<file path="src/rtl/rxpad_pkg.sv">
package rxpad_pkg;

    // Control states of the padding inserter
    typedef enum logic [1:0] {
        ST_IDLE,
        ST_HEAD,
        ST_PAD,
        ST_BODY
    } rxpad_state_e;

    // Source of the output data byte
    typedef enum logic [1:0] {
        SRC_NONE,
        SRC_IN,
        SRC_ZERO
    } rxpad_src_e;

endpackage

</file>
<file path="src/rtl/rxpad_cfg_snap.sv">
module rxpad_cfg_snap #(
    parameter int LEN_W  = 5,
    parameter int TS_MIN = 8
) (
    input  logic             clk,
    input  logic             rst_n,
    input  logic             capture,
    input  logic [LEN_W-1:0] cfg_pad_len,
    input  logic             cfg_ts_en,
    output logic [LEN_W-1:0] eff_now,
    output logic [LEN_W-1:0] eff_held
);

    localparam logic [LEN_W-1:0] MIN_LEN = LEN_W'(TS_MIN);

    // Timestamping raises a short pad to the minimum
    always_comb begin
        if (cfg_ts_en && (cfg_pad_len < MIN_LEN)) begin
            eff_now = MIN_LEN;
        end else begin
            eff_now = cfg_pad_len;
        end
    end

    // Tracks the live value while idle; frozen once a frame has begun
    always_ff @(posedge clk or negedge rst_n) begin
        if (!rst_n) begin
            eff_held <= '0;
        end else if (capture) begin
            eff_held <= eff_now;
        end
    end

endmodule

</file>
<file path="src/rtl/rxpad_cnt.sv">
module rxpad_cnt #(
    parameter int CNT_W = 6
) (
    input  logic             clk,
    input  logic             rst_n,
    input  logic             load,
    input  logic [CNT_W-1:0] load_val,
    input  logic             dec,
    output logic             last
);

    logic [CNT_W-1:0] cnt;

    always_ff @(posedge clk or negedge rst_n) begin
        if (!rst_n) begin
            cnt <= '0;
        end else if (load) begin
            cnt <= load_val;
        end else if (dec) begin
            cnt <= cnt - CNT_W'(1);
        end
    end

    assign last = (cnt == CNT_W'(1));

endmodule

</file>
<file path="src/rtl/rxpad_ctrl.sv">
module rxpad_ctrl
    import rxpad_pkg::*;
#(
    parameter int LEN_W  = 5,
    parameter int CNT_W  = 6,
    parameter int CB_LEN = 8
) (
    input  logic             clk,
    input  logic             rst_n,
    input  logic             in_valid,
    input  logic             in_sof,
    input  logic             in_eof,
    input  logic             in_cb,
    input  logic             cfg_cb_en,
    input  logic             out_ready,
    input  logic [LEN_W-1:0] eff_now,
    input  logic [LEN_W-1:0] eff_held,
    input  logic             cnt_last,
    output logic             in_ready,
    output logic             out_valid,
    output logic             out_sof,
    output rxpad_src_e       src,
    output logic             cnt_load,
    output logic [CNT_W-1:0] cnt_val,
    output logic             cnt_dec,
    output logic             capture,
    output rxpad_state_e     state
);

    rxpad_state_e nxt;

    // State register
    always_ff @(posedge clk or negedge rst_n) begin
        if (!rst_n) begin
            state <= ST_IDLE;
        end else begin
            state <= nxt;
        end
    end

    // Next state and outputs
    always_comb begin
        nxt       = state;
        in_ready  = 1'b0;
        out_valid = 1'b0;
        out_sof   = 1'b0;
        src       = SRC_NONE;
        cnt_load  = 1'b0;
        cnt_val   = '0;
        cnt_dec   = 1'b0;
        capture   = 1'b0;
        unique case (state)
            ST_IDLE: begin
                capture = 1'b1;
                if (in_valid && in_sof) begin
                    if (cfg_cb_en && in_cb) begin
                        // control block leads: pass its first byte
                        src       = SRC_IN;
                        out_valid = 1'b1;
                        out_sof   = 1'b1;
                        in_ready  = out_ready;
                        if (out_ready && !in_eof) begin
                            if (CB_LEN == 1) begin
                                if (eff_now != '0) begin
                                    nxt      = ST_PAD;
                                    cnt_load = 1'b1;
                                    cnt_val  = CNT_W'(eff_now);
                                end else begin
                                    nxt = ST_BODY;
                                end
                            end else begin
                                nxt      = ST_HEAD;
                                cnt_load = 1'b1;
                                cnt_val  = CNT_W'(CB_LEN - 1);
                            end
                        end
                    end else if (eff_now != '0) begin
                        // padding leads: first pad byte, input held
                        src       = SRC_ZERO;
                        out_valid = 1'b1;
                        out_sof   = 1'b1;
                        in_ready  = 1'b0;
                        if (out_ready) begin
                            if (eff_now == LEN_W'(1)) begin
                                nxt = ST_BODY;
                            end else begin
                                nxt      = ST_PAD;
                                cnt_load = 1'b1;
                                cnt_val  = CNT_W'(eff_now) - CNT_W'(1);
                            end
                        end
                    end else begin
                        // no padding due: plain pass-through
                        src       = SRC_IN;
                        out_valid = 1'b1;
                        out_sof   = 1'b1;
                        in_ready  = out_ready;
                        if (out_ready && !in_eof) begin
                            nxt = ST_BODY;
                        end
                    end
                end else begin
                    // stray byte outside a frame: accept and drop
                    in_ready = 1'b1;
                end
            end
            ST_HEAD: begin
                src       = SRC_IN;
                out_valid = in_valid;
                in_ready  = out_ready;
                if (in_valid && out_ready) begin
                    if (in_eof) begin
                        nxt = ST_IDLE;
                    end else if (cnt_last) begin
                        if (eff_held != '0) begin
                            nxt      = ST_PAD;
                            cnt_load = 1'b1;
                            cnt_val  = CNT_W'(eff_held);
                        end else begin
                            nxt = ST_BODY;
                        end
                    end else begin
                        cnt_dec = 1'b1;
                    end
                end
            end
            ST_PAD: begin
                src       = SRC_ZERO;
                out_valid = 1'b1;
                in_ready  = 1'b0;
                if (out_ready) begin
                    if (cnt_last) begin
                        nxt = ST_BODY;
                    end else begin
                        cnt_dec = 1'b1;
                    end
                end
            end
            ST_BODY: begin
                src       = SRC_IN;
                out_valid = in_valid;
                in_ready  = out_ready;
                if (in_valid && out_ready && in_eof) begin
                    nxt = ST_IDLE;
                end
            end
        endcase
    end

endmodule

</file>
<file path="src/rtl/rx_align_pad.sv">
module rx_align_pad
    import rxpad_pkg::*;
#(
    parameter int DATA_W   = 8,
    parameter int LEN_W    = 5,
    parameter int TS_MIN   = 8,
    parameter int CB_BYTES = 8
) (
    input  logic              clk,
    input  logic              rst_n,
    input  logic [LEN_W-1:0]  cfg_pad_len,
    input  logic              cfg_ts_en,
    input  logic              cfg_cb_en,
    input  logic              in_valid,
    output logic              in_ready,
    input  logic [DATA_W-1:0] in_data,
    input  logic              in_sof,
    input  logic              in_eof,
    input  logic              in_cb,
    input  logic              in_pre,
    output logic              out_valid,
    input  logic              out_ready,
    output logic [DATA_W-1:0] out_data,
    output logic              out_sof,
    output logic              out_eof,
    output logic              out_cb,
    output logic              out_pre
);

    localparam int PAD_MAX = (1 << LEN_W) - 1;
    localparam int CNT_MAX = (CB_BYTES > PAD_MAX) ? CB_BYTES : PAD_MAX;
    localparam int CNT_W   = $clog2(CNT_MAX + 1);

    logic [LEN_W-1:0] eff_now;
    logic [LEN_W-1:0] eff_held;
    logic             capture;
    logic             cnt_load;
    logic             cnt_dec;
    logic             cnt_last;
    logic [CNT_W-1:0] cnt_val;
    rxpad_src_e       src;
    rxpad_state_e     state;

    rxpad_cfg_snap #(
        .LEN_W (LEN_W),
        .TS_MIN(TS_MIN)
    ) u_cfg (
        .clk        (clk),
        .rst_n      (rst_n),
        .capture    (capture),
        .cfg_pad_len(cfg_pad_len),
        .cfg_ts_en  (cfg_ts_en),
        .eff_now    (eff_now),
        .eff_held   (eff_held)
    );

    rxpad_cnt #(
        .CNT_W(CNT_W)
    ) u_cnt (
        .clk     (clk),
        .rst_n   (rst_n),
        .load    (cnt_load),
        .load_val(cnt_val),
        .dec     (cnt_dec),
        .last    (cnt_last)
    );

    rxpad_ctrl #(
        .LEN_W (LEN_W),
        .CNT_W (CNT_W),
        .CB_LEN(CB_BYTES)
    ) u_ctrl (
        .clk      (clk),
        .rst_n    (rst_n),
        .in_valid (in_valid),
        .in_sof   (in_sof),
        .in_eof   (in_eof),
        .in_cb    (in_cb),
        .cfg_cb_en(cfg_cb_en),
        .out_ready(out_ready),
        .eff_now  (eff_now),
        .eff_held (eff_held),
        .cnt_last (cnt_last),
        .in_ready (in_ready),
        .out_valid(out_valid),
        .out_sof  (out_sof),
        .src      (src),
        .cnt_load (cnt_load),
        .cnt_val  (cnt_val),
        .cnt_dec  (cnt_dec),
        .capture  (capture),
        .state    (state)
    );

    // Output data path: zero for padding, input byte otherwise
    always_comb begin
        out_data = '0;
        out_eof  = 1'b0;
        if (src == SRC_IN) begin
            out_data = in_data;
            out_eof  = in_eof;
        end
    end

    assign out_cb  = out_sof & in_cb;
    assign out_pre = out_sof & in_pre;

    // ---------------- assertions ----------------
    logic pad_xfer;
    logic real_xfer;
    logic frame_first;
    logic [LEN_W:0] pad_run;

    assign pad_xfer  = out_valid && out_ready && !in_ready;
    assign real_xfer = out_valid && out_ready && in_ready;

    always_ff @(posedge clk or negedge rst_n) begin
        if (!rst_n) begin
            frame_first <= 1'b1;
            pad_run     <= '0;
        end else begin
            if (out_valid && out_ready) begin
                frame_first <= out_eof;
            end
            if (pad_xfer) begin
                pad_run <= pad_run + 1'b1;
            end else if (real_xfer) begin
                pad_run <= '0;
            end
        end
    end

    // inserted bytes are zero and never end a frame
    assert_pad_zero_R4: assert property (@(posedge clk) disable iff (!rst_n)
        pad_xfer |-> (out_data == '0) && !out_eof);

    // start marker on the first emitted byte of a frame only
    assert_sof_first_R5: assert property (@(posedge clk) disable iff (!rst_n)
        (out_valid && out_ready && frame_first) |-> out_sof);

    assert_sof_only_R5: assert property (@(posedge clk) disable iff (!rst_n)
        (out_valid && out_ready && !frame_first) |-> !out_sof);

    // a run of pad bytes matches the length captured for the frame
    assert_pad_len_R3: assert property (@(posedge clk) disable iff (!rst_n)
        (real_xfer && (pad_run != '0)) |-> (pad_run == {1'b0, eff_held}));

    // an accepted input byte of a frame is emitted in the same cycle
    assert_no_drop_R10: assert property (@(posedge clk) disable iff (!rst_n)
        (in_valid && in_ready && ((state != ST_IDLE) || in_sof)) |-> (out_valid && out_ready));

endmodule

</file>
<file path="config.mk">
export PLATFORM = sky130hd
export DESIGN_NAME = rx_align_pad
export DESIGN_NICKNAME = d
export VERILOG_FILES = /design/src/rtl/rxpad_pkg.sv /design/src/rtl/rxpad_cfg_snap.sv /design/src/rtl/rxpad_cnt.sv /design/src/rtl/rxpad_ctrl.sv /design/src/rtl/rx_align_pad.sv
export SDC_FILE = /design/constraint.sdc
export NUM_CORES = 1
export LEC_CHECK = 0
export CAP_MARGIN = 20
export CORE_MARGIN = 2
export CORE_UTILIZATION = 25
export DETAILED_ROUTE_END_ITERATION = 6
export DONT_BUFFER_PORTS = 1
export PLACE_DENSITY_LB_ADDON = 0.1
export SYNTH_ARGS = -nofsm -noshare
export SYNTH_HDL_FRONTEND = slang
export SYNTH_SLANG_ARGS = --single-unit
</file>
<file path="constraint.sdc">
create_clock -name clk -period 2.1 [get_ports clk]
set_input_delay 0.105 -clock clk [delete_from_list [all_inputs] [get_ports clk]]
set_output_delay 0.105 -clock clk [all_outputs]
set_load 0.05 [all_outputs]
</file>
==> flow_summary.toml <==
[outcome]
status = "finished, final reports clean"

[finish]
fin_util = 0.350
final_cells = 215
final_nets = 193
fill_cells = 464
areaGrowthSynthToFinish_pct = 35.9
antenna_cells = 0
final_cell_mix = "nand2_1 (13), and2_1 (13), inv_1 (12), buf_12 (12), dfrtp_1 (12)"
stdcell_area_um2 = 1630
drive_gt1_frac = 0.261

[power_and_ir_drop]
power_frac_comb = 0.663
power_switching_mw = 1.01
cellPowerDensity_nw_per_um2 = 1350
leakage_nw = 0.683
irDropWorstVdd_mv = 0.474
p_seq_frac = 0.223
power.total_mw = 2.20
pwr-share-clk = 0.115
intPower_mw = 1.19
switching_share = 0.459

[flow_run]
maxCapViolations = 0

[placed_design]
place_area_um2 = 1540
post-place-ws_ns = 0.0403
dpl.hpwl_um = 2620
gp_congestion = 0.737
post-place-cells = 210
numPortBuffers = 0

[clock_tree]
path_clk_slew_ns = 0.05
htree_levels = 1
clock_path_buffers = 2
cts-buffers-inserted = 3
clkSinkCount = 12
worstSkewPairLatency_ns = 0.24
root_buffer = "clkbuf_8"
cts_tree = "yes"

[setup_path]
crit_arrival_ns = 1.88
cp.required_ns = 2.00
startpoint_type = "register"
cp_max_fo = 9
endpoint_kind = "output port"
path_class = "register to output port"

[global_route]
grt_pass1_wl_um = 5040
antenna_found_initial = 0
grtUsageTotal = 0.122
grt_overflow = 0
grt_pass1_vias = 1061
grt_max_degree = 14

[synth]
syn_nets = 174
ys.flop_type = "dfrtp_1"
ys_types = 47
syn_inst = 143
synth-edff-count = 0
synth-seq-cells = 12
postSynthAreaPerCell_um2 = 8.38
async_flop_share = 1.00
ys_seq_area_frac = 0.251
yosys_warnings = 0
syn_area_um2 = 1200

[timing]
min_period_ns = 1.98
slew_viol_final = 0
worst_slack_ns = 0.120
setup_viol = 0
rsz0062_at_grt = "yes"
fin_worst_skew_ns = 0.00199
timing.hold.ws_ns = 0.0135
slew-limit-headroom = 0.597
max_freq_ghz = 0.505
setup_tns_ns = 0
worstMarginPinSlew_ns = 0.602
period_share = 0.943
finalHoldViolations = 0

[drt]
drtIter0Drc = 47
via_count = 1066
ant_nets = 0
via_per_inst = 4.96
firstDrtPassIters = 4
routedWlPerCell_um = 14.2
drcViolationCount = 0
wirelength_um = 3050

[floorplanning]
die_w_um = 73.2
fp.coreArea_um2 = 4660
die_h_um = 73.2
fp-row-count = 25
start_util = 0.257
num_io_pins = 37
dieArea_um2 = 5360

[hold_path]
hp-class = "primary input to register"
## power groups by stage
stage / sequential [mW] / clock, mW / combinational (mW)
detailed placement: 0.493 / 0 / 1.43
CTS: 0.490 / 0.261 / 1.45
global route: 0.511 / 0.279 / 1.57
floorplan: 0.458 / 0 / 0.968
finish: 0.489 / 0.252 / 1.46
global placement: 0.494 / 0 / 1.42
## what timing repair did
action / in CTS / in global routing
endpoints found under the hold margin: 12 / 0
resized for setup: 1 / 4
endpoints found under the setup margin: 9 / 11
cloned: 0 / 0
buffers inserted: 0 / 0
hold buffers: 1 / 0
## cell usage after synthesis, types with 2 or more instances
cell / n / area [um2]
nand2_1: 13 / 48.8
buf_2: 4 / 20.0
nor2_1: 7 / 26.3
xor2_1: 2 / 17.5
o22ai_1: 2 / 12.5
a22oi_1: 7 / 52.6
and2_1: 12 / 75.1
dfrtp_1: 12 / 300
inv_1: 12 / 45.0
and3_1: 2 / 12.5
xnor2_1: 2 / 17.5
o21ai_1: 3 / 15.0
ha_1: 8 / 100
o21ai_0: 7 / 35.0
nand2b_1: 2 / 12.5
mux2_2: 5 / 56.3
mux2i_1: 2 / 20.0
nor3_1: 2 / 10.0
nand3_1: 4 / 20.0
a21oi_1: 8 / 40.0
## flip-flops by register name, indices dropped and copies added, names as in the netlist
name / flops
u_cfg.eff_held: 5
u_cnt.cnt: 5
u_ctrl.state: 2
## cell families (layout without fill, tap and decap cells)
kind of cell    count (synthesis)  count (layout)  synth area share
xor+xnor                        4               4            0.0292
fa+ha+maj                       8               8            0.0835
compound gates                 41              41             0.239
mux                             7               7            0.0637
flops                          12              12             0.251
buf+inv                        18              36            0.0605
simple gates                   53              53             0.273
## final timing paths
path | start | to | slack (ns) | cells after the start
min in group asynchronous | rst_n | u_cnt.cnt[1]$_DFFE_PN0P_ | 0.31 | 1
max reg2reg | u_ctrl.state[1]$_DFFE_PN0P_ | u_cnt.cnt[4]$_DFFE_PN0P_ | 0.20 | 7
min reg2reg | u_cfg.eff_held[0]$_DFFE_PN0P_ | u_cfg.eff_held[0]$_DFFE_PN0P_ | 0.56 | 1
min | cfg_pad_len[4] | u_cfg.eff_held[4]$_DFFE_PN0P_ | 0.01 | 1
max in group asynchronous | rst_n | u_ctrl.state[0]$_DFFE_PN0P_ | 1.40 | 1
max | u_ctrl.state[1]$_DFFE_PN0P_ | out_data[5] | 0.12 | 7
## layout make-up
type / instances / area [um2] / area share
Inverter: 12 / 45.0 / 0.0276
Clock buffer: 4 / 55.1 / 0.0338
Sequential cell: 12 / 300 / 0.184
Tap cell: 54 / 67.6 / 0.0415
Multi-Input combinational cell: 113 / 858 / 0.527
Timing Repair Buffer: 20 / 303 / 0.186
## critical path, stage by stage (launching register included)
cell and delay (ns):
dfrtp_1 0.41, inv_1 0.13, ha_2 0.24, and3_1 0.25, nand2_1 0.11, o31ai_4 0.11, and2_1 0.23, buf_12 0.15
## layer usage
layer,up-vias,track usage,wire length [um]
met1,493,0.143,1240
li1,553,-,-
met4,0,0.0185,21
met5,-,0,0
met3,2,0.0331,144
met2,18,0.224,1650
Power figures use the tool's default switching activity.
